**src/rtl/wdg_pkg.sv**
```systemverilog
package wdg_pkg;

  localparam logic [4:0] OFS_KEY    = 5'h00;
  localparam logic [4:0] OFS_PRESC  = 5'h04;
  localparam logic [4:0] OFS_RELOAD = 5'h08;
  localparam logic [4:0] OFS_STATUS = 5'h0C;
  localparam logic [4:0] OFS_WINDOW = 5'h10;

  localparam logic [15:0] KEY_START   = 16'hCCCC;
  localparam logic [15:0] KEY_REFRESH = 16'hAAAA;
  localparam logic [15:0] KEY_OPEN    = 16'h5555;
  localparam logic [15:0] KEY_CLOSE   = 16'h0000;

  typedef enum logic [2:0] {
    KC_NONE,
    KC_START,
    KC_REFRESH,
    KC_OPEN,
    KC_CLOSE,
    KC_OTHER
  } key_cmd_e;

  // Map a written key word to its command.
  function automatic key_cmd_e decode_key(input logic [15:0] k);
    case (k)
      KEY_START:   return KC_START;
      KEY_REFRESH: return KC_REFRESH;
      KEY_OPEN:    return KC_OPEN;
      KEY_CLOSE:   return KC_CLOSE;
      default:     return KC_OTHER;
    endcase
  endfunction

  // Saturate a requested prescaler code to the largest legal one.
  function automatic logic [3:0] clamp_code(input logic [3:0] v,
                                            input logic [3:0] max_code);
    return (v > max_code) ? max_code : v;
  endfunction

  // Last count value of the prescaler for a code: divide by 4 << code.
  function automatic logic [15:0] presc_last(input logic [3:0] code);
    return (16'd4 << code) - 16'd1;
  endfunction

endpackage

```
**src/rtl/wdg_key_decode.sv**
```systemverilog
module wdg_key_decode
  import wdg_pkg::*;
(
  input  logic        wr_key,
  input  logic [15:0] key_word,
  output logic        key_start,
  output logic        key_refresh,
  output logic        key_open,
  output logic        key_lock
);

  key_cmd_e cmd;

  always_comb begin
    cmd = wr_key ? decode_key(key_word) : KC_NONE;
    key_start   = (cmd == KC_START);
    key_refresh = (cmd == KC_REFRESH);
    key_open    = (cmd == KC_OPEN);
    // every key write that is not the open word closes access
    key_lock    = wr_key && (cmd != KC_OPEN);
  end

endmodule

```
**src/rtl/wdg_cfg_gate.sv**
```systemverilog
module wdg_cfg_gate
  import wdg_pkg::*;
#(
  parameter int RELOAD_W = 12
) (
  input  logic                clk,
  input  logic                rst_n,
  input  logic                clear,
  input  logic                key_open,
  input  logic                key_lock,
  input  logic                bus_we,
  input  logic [4:0]          bus_addr,
  input  logic [RELOAD_W-1:0] wr_field,
  output logic                unlocked,
  output logic                presc_wr,
  output logic                reload_wr,
  output logic [RELOAD_W-1:0] window_q
);

  localparam logic [RELOAD_W-1:0] WIN_INIT = {RELOAD_W{1'b1}};

  logic window_wr;

  always_comb begin
    presc_wr  = unlocked && bus_we && (bus_addr == OFS_PRESC);
    reload_wr = unlocked && bus_we && (bus_addr == OFS_RELOAD);
    window_wr = unlocked && bus_we && (bus_addr == OFS_WINDOW);
  end

  always_ff @(posedge clk or negedge rst_n) begin
    if (!rst_n) begin
      unlocked <= 1'b0;
      window_q <= WIN_INIT;
    end else if (clear) begin
      unlocked <= 1'b0;
      window_q <= WIN_INIT;
    end else begin
      if (key_open)      unlocked <= 1'b1;
      else if (key_lock) unlocked <= 1'b0;
      if (window_wr)     window_q <= wr_field;
    end
  end

endmodule

```
**src/rtl/wdg_update_sync.sv**
```systemverilog
module wdg_update_sync #(
  parameter int          W          = 12,
  parameter int          SYNC_TICKS = 3,
  parameter logic [W-1:0] INIT      = '0
) (
  input  logic         clk,
  input  logic         rst_n,
  input  logic         clear,
  input  logic         tick,
  input  logic         load,
  input  logic [W-1:0] load_val,
  output logic [W-1:0] pend_q,
  output logic [W-1:0] active_q,
  output logic         busy_q
);

  localparam int SC_W = $clog2(SYNC_TICKS + 1);
  localparam logic [SC_W-1:0] SC_LAST = SC_W'(SYNC_TICKS - 1);

  logic [SC_W-1:0] sc_q;
  logic            hand_over;

  assign hand_over = busy_q && tick && (sc_q == SC_LAST);

  always_ff @(posedge clk or negedge rst_n) begin
    if (!rst_n) begin
      pend_q   <= INIT;
      active_q <= INIT;
      busy_q   <= 1'b0;
      sc_q     <= '0;
    end else if (clear) begin
      pend_q   <= INIT;
      active_q <= INIT;
      busy_q   <= 1'b0;
      sc_q     <= '0;
    end else if (load) begin
      pend_q <= load_val;
      busy_q <= 1'b1;
      sc_q   <= '0;
    end else if (hand_over) begin
      active_q <= pend_q;
      busy_q   <= 1'b0;
      sc_q     <= '0;
    end else if (busy_q && tick) begin
      sc_q <= sc_q + 1'b1;
    end
  end

endmodule

```
**src/rtl/wdg_down_counter.sv**
```systemverilog
module wdg_down_counter
  import wdg_pkg::*;
#(
  parameter int DIV_W    = 8,
  parameter int RELOAD_W = 12
) (
  input  logic                clk,
  input  logic                rst_n,
  input  logic                clear,
  input  logic                tick,
  input  logic                key_start,
  input  logic                key_refresh,
  input  logic [3:0]          code,
  input  logic [RELOAD_W-1:0] reload,
  output logic                running,
  output logic                step_evt,
  output logic                fire_evt
);

  logic [DIV_W-1:0]    div_q;
  logic [RELOAD_W-1:0] cnt_q;
  logic [DIV_W-1:0]    div_last;
  logic                do_load;
  logic                div_wrap;

  assign div_last = DIV_W'(presc_last(code));
  assign do_load  = (key_start && !running) || (key_refresh && running);
  assign div_wrap = running && tick && !do_load && (div_q == div_last);
  assign step_evt = div_wrap && (cnt_q != '0);
  assign fire_evt = div_wrap && (cnt_q == '0);

  always_ff @(posedge clk or negedge rst_n) begin
    if (!rst_n) begin
      running <= 1'b0;
      div_q   <= '0;
      cnt_q   <= '0;
    end else if (clear) begin
      running <= 1'b0;
      div_q   <= '0;
      cnt_q   <= '0;
    end else if (do_load) begin
      running <= 1'b1;
      div_q   <= '0;
      cnt_q   <= reload;
    end else if (running && tick) begin
      if (div_wrap) begin
        div_q <= '0;
        cnt_q <= cnt_q - 1'b1;
      end else begin
        div_q <= div_q + 1'b1;
      end
    end
  end

endmodule

```
**src/rtl/wdg_keyed.sv**
```systemverilog
module wdg_keyed
  import wdg_pkg::*;
#(
  parameter int PRESC_MAX_LOG2 = 8,
  parameter int SYNC_TICKS     = 3,
  parameter int RELOAD_W       = 12
) (
  input  logic        clk,
  input  logic        rst_n,
  input  logic        tick,
  input  logic        bus_we,
  input  logic [4:0]  bus_addr,
  input  logic [15:0] bus_wdata,
  output logic [15:0] bus_rdata,
  output logic        wdg_rst
);

  localparam logic [3:0]          MAX_CODE    = 4'(PRESC_MAX_LOG2 - 2);
  localparam int                  DIV_W       = PRESC_MAX_LOG2;
  localparam logic [RELOAD_W-1:0] RELOAD_INIT = {RELOAD_W{1'b1}};

  logic                key_start, key_refresh, key_open, key_lock;
  logic                unlocked, presc_wr, reload_wr;
  logic [RELOAD_W-1:0] window_q;
  logic [3:0]          presc_pend, presc_act;
  logic [RELOAD_W-1:0] reload_pend, reload_act;
  logic                busy_presc, busy_reload;
  logic                running, step_evt, fire_evt;
  logic [3:0]          code_in;

  assign code_in = clamp_code(bus_wdata[3:0], MAX_CODE);

  wdg_key_decode u_key (
    .wr_key      (bus_we && (bus_addr == OFS_KEY)),
    .key_word    (bus_wdata),
    .key_start   (key_start),
    .key_refresh (key_refresh),
    .key_open    (key_open),
    .key_lock    (key_lock)
  );

  wdg_cfg_gate #(.RELOAD_W(RELOAD_W)) u_gate (
    .clk       (clk),
    .rst_n     (rst_n),
    .clear     (fire_evt),
    .key_open  (key_open),
    .key_lock  (key_lock),
    .bus_we    (bus_we),
    .bus_addr  (bus_addr),
    .wr_field  (bus_wdata[RELOAD_W-1:0]),
    .unlocked  (unlocked),
    .presc_wr  (presc_wr),
    .reload_wr (reload_wr),
    .window_q  (window_q)
  );

  wdg_update_sync #(.W(4), .SYNC_TICKS(SYNC_TICKS), .INIT(4'd0)) u_sync_presc (
    .clk      (clk),
    .rst_n    (rst_n),
    .clear    (fire_evt),
    .tick     (tick),
    .load     (presc_wr),
    .load_val (code_in),
    .pend_q   (presc_pend),
    .active_q (presc_act),
    .busy_q   (busy_presc)
  );

  wdg_update_sync #(.W(RELOAD_W), .SYNC_TICKS(SYNC_TICKS), .INIT(RELOAD_INIT)) u_sync_reload (
    .clk      (clk),
    .rst_n    (rst_n),
    .clear    (fire_evt),
    .tick     (tick),
    .load     (reload_wr),
    .load_val (bus_wdata[RELOAD_W-1:0]),
    .pend_q   (reload_pend),
    .active_q (reload_act),
    .busy_q   (busy_reload)
  );

  wdg_down_counter #(.DIV_W(DIV_W), .RELOAD_W(RELOAD_W)) u_cnt (
    .clk         (clk),
    .rst_n       (rst_n),
    .clear       (fire_evt),
    .tick        (tick),
    .key_start   (key_start),
    .key_refresh (key_refresh),
    .code        (presc_act),
    .reload      (reload_act),
    .running     (running),
    .step_evt    (step_evt),
    .fire_evt    (fire_evt)
  );

  always_ff @(posedge clk or negedge rst_n) begin
    if (!rst_n) wdg_rst <= 1'b0;
    else        wdg_rst <= fire_evt;
  end

  always_comb begin
    bus_rdata = '0;
    case (bus_addr)
      OFS_PRESC:  bus_rdata = 16'(presc_pend);
      OFS_RELOAD: bus_rdata = 16'(reload_pend);
      OFS_STATUS: bus_rdata = {14'd0, busy_reload, busy_presc};
      OFS_WINDOW: bus_rdata = 16'(window_q);
      default:    bus_rdata = '0;
    endcase
  end

endmodule

```
**config.mk**
```make
export PLATFORM = sky130hd
export DESIGN_NAME = wdg_keyed
export DESIGN_NICKNAME = d
export VERILOG_FILES = /design/src/rtl/wdg_pkg.sv /design/src/rtl/wdg_key_decode.sv /design/src/rtl/wdg_cfg_gate.sv /design/src/rtl/wdg_update_sync.sv /design/src/rtl/wdg_down_counter.sv /design/src/rtl/wdg_keyed.sv
export SDC_FILE = /design/constraint.sdc
export NUM_CORES = 1
export LEC_CHECK = 0
export BUFFER_PORTS_ARGS = -buffer_cell sky130_fd_sc_hd__buf_2
export CAP_MARGIN = 10
export CORE_UTILIZATION = 46
export DETAILED_ROUTE_END_ITERATION = 7
export GPL_TIMING_DRIVEN = 0
export SYNTH_ARGS = -nofsm -noshare
export SYNTH_HDL_FRONTEND = slang
export SYNTH_HIERARCHICAL = 1
export SYNTH_SLANG_ARGS = --single-unit
export TNS_END_PERCENT = 5
```
**constraint.sdc**
```tcl
create_clock -name clk -period 3.9 [get_ports clk]
set_clock_uncertainty 0.1 [all_clocks]
set_input_delay 0.78 -clock clk [delete_from_list [all_inputs] [get_ports clk]]
set_output_delay 0.78 -clock clk [all_outputs]
set_load 0.01 [all_outputs]
```
# Word level (Yosys, flattened, before mapping)
# Index checks and enable logic that the tools add are counted.
dict set report op_classes {
  n_addsub 5
  n_mul 0
  div_mod_pow 0
  n_lt_le_gt_ge 1
  eq_ne 16
  n_shift 1
  n_mux 43
  n_bitwise 0
  reduce_logical 38
}
# cell n
set ops {}
lappend ops {{$mux 12} 11}
lappend ops {{$pmux 12 s4} 1}
lappend ops {{$eq 16x16->1 const B} 2}
lappend ops {{$mux 8} 4}
lappend ops {{$mux 4} 6}
lappend ops {{$eq 16x15->1 const B} 1}
lappend ops {{$logic_and 1x1->1} 16}
lappend ops {{$logic_not 16->1} 1}
lappend ops {{$mux 2} 8}
lappend ops {{$reduce_bool 3->1} 5}
lappend ops {{$logic_not 12->1} 1}
lappend ops {{$pmux 3 s4} 1}
lappend ops {{$reduce_bool 2->1} 6}
lappend ops {{$sub 12x1->12 const B} 1}
lappend ops {{$mux 1} 11}
lappend ops {{$eq 5x4->1 const B} 2}
lappend ops {{$add 8x1->8 const B} 1}
lappend ops {{$eq 8x8->1} 1}
lappend ops {{$reduce_bool 4->1} 2}
lappend ops {{$shl 3x4->8 const A} 1}
lappend ops {{$sub 8x1->8 const B} 1}
lappend ops {{$eq 3x2->1 const B} 2}
lappend ops {{$reduce_and 2->1} 3}
lappend ops {{$eq 5x3->1 const B} 1}
lappend ops {{11 further kinds} 15}
dict set report word_totals {
  register_bits 73
  latchBits 0
  mem_bits_rw 0
  mem_bits_ro 0
  input_bits 25
  output_inout_bits 17
  wordCells 118
  memories 0
}

# Depth between registers and ports, before layout
dict set report depth {
  word_depth 13
  ltp_mapped 14
}

# Hierarchy
# The synthesis kept the hierarchy.
# module instances cells_each area_each_um2
set modules_own_cells {}
lappend modules_own_cells {wdg_down_counter 1 151 1376.3}
lappend modules_own_cells {{wdg_update_sync at u_sync_reload} 1 96 1207.4}
lappend modules_own_cells {wdg_cfg_gate 1 63 650.6}
lappend modules_own_cells {{wdg_update_sync at u_sync_presc} 1 44 520.5}
lappend modules_own_cells {wdg_keyed 1 45 336.6}
lappend modules_own_cells {wdg_key_decode 1 16 167.7}

# Least setup slack after synthesis
# Ideal clock, no wire load.
dict set report synth_path {
  path_kind {register to register}
  startpoint {reg u_sync_presc.active_q[3]}
  endpoint {reg u_gate.window_q[10]}
  arrival_ps 3326
  required_time_ps 3732
  setup_slack_ps 406
  path_stages_with_launch 13
  path_buffers 3
  path_cell_list {dfrtp_1 or4_1 ha_1 xor2_1 nand4b_1 nor4_4 nand2_4 buf_6 nor2_1 clkbuf_1 clkbuf_1 nor2_1 a21oi_2}
}
dict set report synth_via {
  elab_chain_len 6
  elab_cells_between_ends 7
}
# element line_no
set synth_rtl {}
lappend synth_rtl {{start, declared} wdg_update_sync.sv:13} ;# output logic [W-1:0] active_q,
lappend synth_rtl {{start signal, assigned} wdg_update_sync.sv:41} ;# active_q <= pend_q;
lappend synth_rtl {{$shl 3x4->8 (*)} wdg_pkg.sv:42} ;# return (16'd4 << code) - 16'd1;
lappend synth_rtl {{$sub 8x1->8 (*)} wdg_pkg.sv:42}
lappend synth_rtl {{$eq 8x8->1 (*)} wdg_down_counter.sv:28} ;# assign div_wrap = running && tick && !do_load && (div_q == div_last);
lappend synth_rtl {{$logic_and 1x1->1 (*)} wdg_down_counter.sv:28}
lappend synth_rtl {{$logic_and 1x1->1 (*)} wdg_down_counter.sv:30} ;# assign fire_evt = div_wrap && (cnt_q == '0);
lappend synth_rtl {{net fire_evt} wdg_keyed.sv:28} ;# logic running, step_evt, fire_evt;
lappend synth_rtl {{$mux 12 or $reduce_bool 2->1 (tied branches)} n/a}
lappend synth_rtl {{end signal, assigned} wdg_cfg_gate.sv:40} ;# if (window_wr) window_q <= wr_field;
lappend synth_rtl {{end, declared} wdg_cfg_gate.sv:17} ;# output logic [RELOAD_W-1:0] window_q
# The timed path passes the listed nets; every way through them passes the cells marked *.
# A chain may end at the register's enable or synchronous reset.

# Worst setup path in the final report
dict set report layout_path {
  startpoint {reg u_sync_presc.active_q[3]}
  endpoint {reg u_sync_reload.sc_q[0]}
}
dict set report layout_via {
  elab_chain_len 6
  elab_cells_between_ends 7
}
# element line_no
set layout_rtl {}
lappend layout_rtl {{$shl 3x4->8 (*)} wdg_pkg.sv:42}
lappend layout_rtl {{$sub 8x1->8 (*)} wdg_pkg.sv:42}
lappend layout_rtl {{$eq 8x8->1 (*)} wdg_down_counter.sv:28}
lappend layout_rtl {{$logic_and 1x1->1 (*)} wdg_down_counter.sv:28}
lappend layout_rtl {{$logic_and 1x1->1 (*)} wdg_down_counter.sv:30}
lappend layout_rtl {{net fire_evt} wdg_keyed.sv:28}
lappend layout_rtl {{$reduce_bool 4->1 (no source line) or $mux 2 (tied branches)} n/a}
lappend layout_rtl {{end signal, assigned} wdg_update_sync.sv:45} ;# sc_q <= sc_q + 1'b1;
lappend layout_rtl {{end, declared} wdg_update_sync.sv:20} ;# logic [SC_W-1:0] sc_q;
# Marked as above.

==> report_table.html <==
<table>
<tr><th>Metric</th><th>Value</th></tr>
<tr><th colspan="2">Status</th></tr>
<tr><td>Run status</td><td>complete, no violations</td></tr>
<tr><th colspan="2">Setup path</th></tr>
<tr><td>Kind of end point of the critical path</td><td>register</td></tr>
<tr><td>Slowest Stage Delay on Critical Path</td><td>0.58 ns</td></tr>
<tr><td>Cells along the critical path</td><td>or4_1 -&gt; ha_1 -&gt; xor2_1 -&gt; nand4b_1 -&gt; nor4_4 -&gt; buf_4 -&gt; nand2_4 -&gt; buf_6 -&gt; nor2_4 -&gt; clkbuf_1 -&gt; buf_2 -&gt; nor3_1</td></tr>
<tr><td>CP Data Arrival Time</td><td>3.83 ns</td></tr>
<tr><td>Startpoint of the worst register-to-register path</td><td>u_sync_presc/active_q[3]$_DFFE_PN0P_</td></tr>
<tr><td>Data required time of the critical path</td><td>4.02 ns</td></tr>
<tr><td>Worst setup path class</td><td>register to register</td></tr>
<tr><td>Count of buffering cells on the critical path with inverters included</td><td>4</td></tr>
<tr><td>Depth of the worst register-to-register path</td><td>12</td></tr>
<tr><td>Critical path launch point</td><td>u_sync_presc/active_q[3]$_DFFE_PN0P_</td></tr>
<tr><td>Dominant delay contributor by cell family on the critical path</td><td>simple AND/OR/NAND/NOR gates</td></tr>
<tr><td>Max Fanout on Critical Path</td><td>14</td></tr>
<tr><td>Library cell contributing the largest single delay on the critical path</td><td>sky130_fd_sc_hd__or4_1</td></tr>
<tr><td>Register-to-register setup slack</td><td>0.19 ns</td></tr>
<tr><td>Type of element launching the critical path</td><td>register</td></tr>
<tr><td>Worst reg2reg endpoint</td><td>u_sync_reload/sc_q[0]$_DFFE_PN0P_</td></tr>
<tr><th colspan="2">Power</th></tr>
<tr><td>Internal power consumption</td><td>1071 µW</td></tr>
<tr><td>Fraction of power spent switching nets</td><td>23.24%</td></tr>
<tr><td>Seq pwr share</td><td>54.4%</td></tr>
<tr><td>Power density relative to cell area</td><td>288.3 mW/mm²</td></tr>
<tr><td>VDD IR max</td><td>0.1215 mV</td></tr>
<tr><td>Share of total power in the clock network</td><td>40.6%</td></tr>
<tr><td>Combinational cell fraction of total power</td><td>5.1%</td></tr>
<tr><td>Reported leakage power</td><td>0.002266 µW</td></tr>
<tr><td>Switching power total</td><td>324.3 µW</td></tr>
<tr><th colspan="2">Clock network</th></tr>
<tr><td>CTS tree</td><td>yes</td></tr>
<tr><td>CTS clock-pin slew for the worst setup and hold paths</td><td>0.07 ns</td></tr>
<tr><td>Number of hold buffers added after CTS</td><td>0</td></tr>
<tr><td>Number of H-tree levels</td><td>3</td></tr>
<tr><td>Sinks on Clock Net</td><td>73</td></tr>
<tr><td>Worst-case clock buffer depth</td><td>2</td></tr>
<tr><td>Clk Tree Root Cell</td><td>sky130_fd_sc_hd__clkbuf_8</td></tr>
<tr><td>Number of CTS-inserted buffers</td><td>9</td></tr>
<tr><td>Clock latency at the later pin of the worst-skew pair</td><td>0.35 ns</td></tr>
<tr><th colspan="2">Global routing</th></tr>
<tr><td>Antenna violations before repair</td><td>0</td></tr>
<tr><td>Number of global-route vias before repair</td><td>3,230</td></tr>
<tr><td>Leftover overflow at the end of global routing</td><td>0</td></tr>
<tr><td>Largest net degree at the start of global routing</td><td>39</td></tr>
<tr><td>Overall global routing resource usage</td><td>21.65%</td></tr>
<tr><td>Global-route wire length before repair</td><td>16.41 mm</td></tr>
<tr><th colspan="2">Timing</th></tr>
<tr><td>Count of final setup violators</td><td>0</td></tr>
<tr><td>Worst slew margin relative to its limit</td><td>48.54%</td></tr>
<tr><td>Final Hold Vio Count</td><td>0</td></tr>
<tr><td>Achievable frequency</td><td>269.3 MHz</td></tr>
<tr><td>Slew at the pin closest to its max-slew limit</td><td>0.7504 ns</td></tr>
<tr><td>Total Neg Setup Slack</td><td>0 ns</td></tr>
<tr><td>Share of the clock period used by the worst path after layout</td><td>95.22%</td></tr>
<tr><td>Final min period</td><td>3.714 ns</td></tr>
<tr><td>Worst Slack Setup Final</td><td>0.1865 ns</td></tr>
<tr><td>Final slew viol count</td><td>0</td></tr>
<tr><td>Setup repair after global routing missed its margin</td><td>true</td></tr>
<tr><th colspan="2">Routing</th></tr>
<tr><td>Drt wl/cell</td><td>16.76 µm</td></tr>
<tr><td>Detailed-routing iteration count for the pre-antenna-repair pass</td><td>6</td></tr>
<tr><td>Avg Vias per Cell</td><td>5.674</td></tr>
<tr><td>Number of DRC violations after detailed-routing iteration 0</td><td>107</td></tr>
<tr><td>Total DRC errors in the routed layout</td><td>0</td></tr>
<tr><td>Antenna-violating nets left</td><td>0</td></tr>
<tr><td>Via count</td><td>3,308</td></tr>
<tr><td>WL final</td><td>9.771 mm</td></tr>
<tr><th colspan="2">Place</th></tr>
<tr><td>Placer congestion estimate</td><td>0.8137</td></tr>
<tr><td>Count of port buffers added during placement</td><td>37</td></tr>
<tr><td>Minimum setup slack after placement</td><td>-0.5238 ns</td></tr>
<tr><td>DP Wirelength</td><td>7.269 mm</td></tr>
<tr><th colspan="2">Floorplanning</th></tr>
<tr><td>Die outline area</td><td>0.009631 mm²</td></tr>
<tr><td>Vertical extent of the die</td><td>98.14 µm</td></tr>
<tr><td>Floorplan die width</td><td>98.14 µm</td></tr>
<tr><td>Core region area</td><td>0.008848 mm²</td></tr>
<tr><td>Cell row count</td><td>34</td></tr>
<tr><td>Effective utilization at floorplan</td><td>48.05%</td></tr>
<tr><td>Number of top-level pins</td><td>42</td></tr>
<tr><th colspan="2">Final layout</th></tr>
<tr><td>Sequential cell area</td><td>0.001872 mm²</td></tr>
<tr><td>Commonest cells after routing, fill and taps aside</td><td>54 x sky130_fd_sc_hd__nor2_1, 44 x sky130_fd_sc_hd__buf_2, 37 x sky130_fd_sc_hd__dfrtp_1</td></tr>
<tr><td>Antenna fix cells</td><td>0</td></tr>
<tr><td>Layout overhead on the synthesized area</td><td>13.89%</td></tr>
<tr><td>Share of layout cells above drive strength 1</td><td>32.21%</td></tr>
<tr><td>Final net count</td><td>498</td></tr>
<tr><td>Most common cell after layout, fill and taps aside</td><td>sky130_fd_sc_hd__nor2_1</td></tr>
<tr><td>Number of fillers in the final layout</td><td>808</td></tr>
<tr><td>Area of the multi-input gates</td><td>0.002218 mm²</td></tr>
<tr><th colspan="2">Synthesis</th></tr>
<tr><td>Yosys warning count</td><td>6</td></tr>
<tr><td>Number of cells produced by synthesis</td><td>414</td></tr>
<tr><td>Netlist area before placement</td><td>0.004252 mm²</td></tr>
<tr><td>Synthesized area divided by synthesized cell count</td><td>10.27 µm²</td></tr>
<tr><th colspan="2">Flow run</th></tr>
<tr><td>Max-capacitance violation count</td><td>0</td></tr>
<tr><th colspan="2">Hold path</th></tr>
<tr><td>Worst hold path class</td><td>input port to async pin</td></tr>
</table>
[flip-flops by register name, summed over array words and instances, names as in the netlist, 2 cells and up]
| register | count |
|---|---|
| u_sync_presc/pend_q | 4 |
| u_cnt/cnt_q | 12 |
| u_sync_reload/pend_q | 12 |
| u_gate/window_q | 12 |
| u_sync_presc/sc_q | 2 |
| u_sync_reload/active_q | 12 |
| u_cnt/div_q | 8 |
| u_sync_reload/sc_q | 2 |
| u_sync_presc/active_q | 4 |
[repair_timing]
action	CTS	global route
endpoints found under the setup margin	48	31
buffers inserted	0	2
resized for setup	5	6
pin swaps	1	1
cloned	0	0
[worst max-delay path by stage]
stage                                                         to  slack (ns)  cells after the start
final                          u_sync_reload/sc_q[0]$_DFFE_PN0P_        0.19                     12
after global routing           u_sync_reload/sc_q[1]$_DFFE_PN0P_       -0.02                     12
after CTS                 u_sync_reload/active_q[10]$_DFFE_PN1P_        0.01                     11
after detailed placement          u_gate/window_q[5]$_DFFE_PN1P_       -0.52                     14
after global placement            u_gate/window_q[6]$_DFFE_PN1P_       -0.48                     14
after floorplan                  u_gate/window_q[10]$_DFFE_PN1P_        0.42                     12
[routing by layer]
metal | track usage, % | up-vias | wire length (µm)
li1 | - | 1624 | -
met1 | 29.44 | 1611 | 4659
met2 | 35.54 | 64 | 4694
met3 | 4.653 | 9 | 348
met4 | 4.822 | 0 | 68
met5 | 0 | - | 0
[power by group through the flow]
stage	registers, µW	clock network [µW]	logic (µW)
2_1_floorplan	772	0	23.5
3_3_place_gp	772	0	68.1
3_5_place_dp	772	0	71.7
4_1_cts	759	580	72.0
5_1_grt	758	613	79.0
6_report	759	566	70.9
[stage by stage]
step | hold slack, ns | cell area, µm² | power, µW | utilization (%) | instances
CTS | 0.3025 | 4816 | 1411 | 54.43 | 581
global route | 0.3012 | 4842 | 1451 | 54.72 | 583
global placement | 0.4064 | 4587 | 839.8 | 51.84 | 563
detailed placement | 0.4117 | 4619 | 843.5 | 52.21 | 565
finish | 0.2903 | 4842 | 1396 | 54.72 | 583
floorplan | 0.3786 | 4267 | 795.4 | - | 418
[final cells by class]
cell class | count | share of cell area, %
plain buffers | 27 | 3.643
clock buffers | 14 | 3.592
clock inverters | 2 | 0.2326
inverters | 6 | 0.4651
multi-input cells | 312 | 45.81
flip-flops and latches | 73 | 38.66
well taps | 108 | 2.791
repair buffers | 41 | 4.806
No activity file was read; power rests on OpenSTA's default activity.
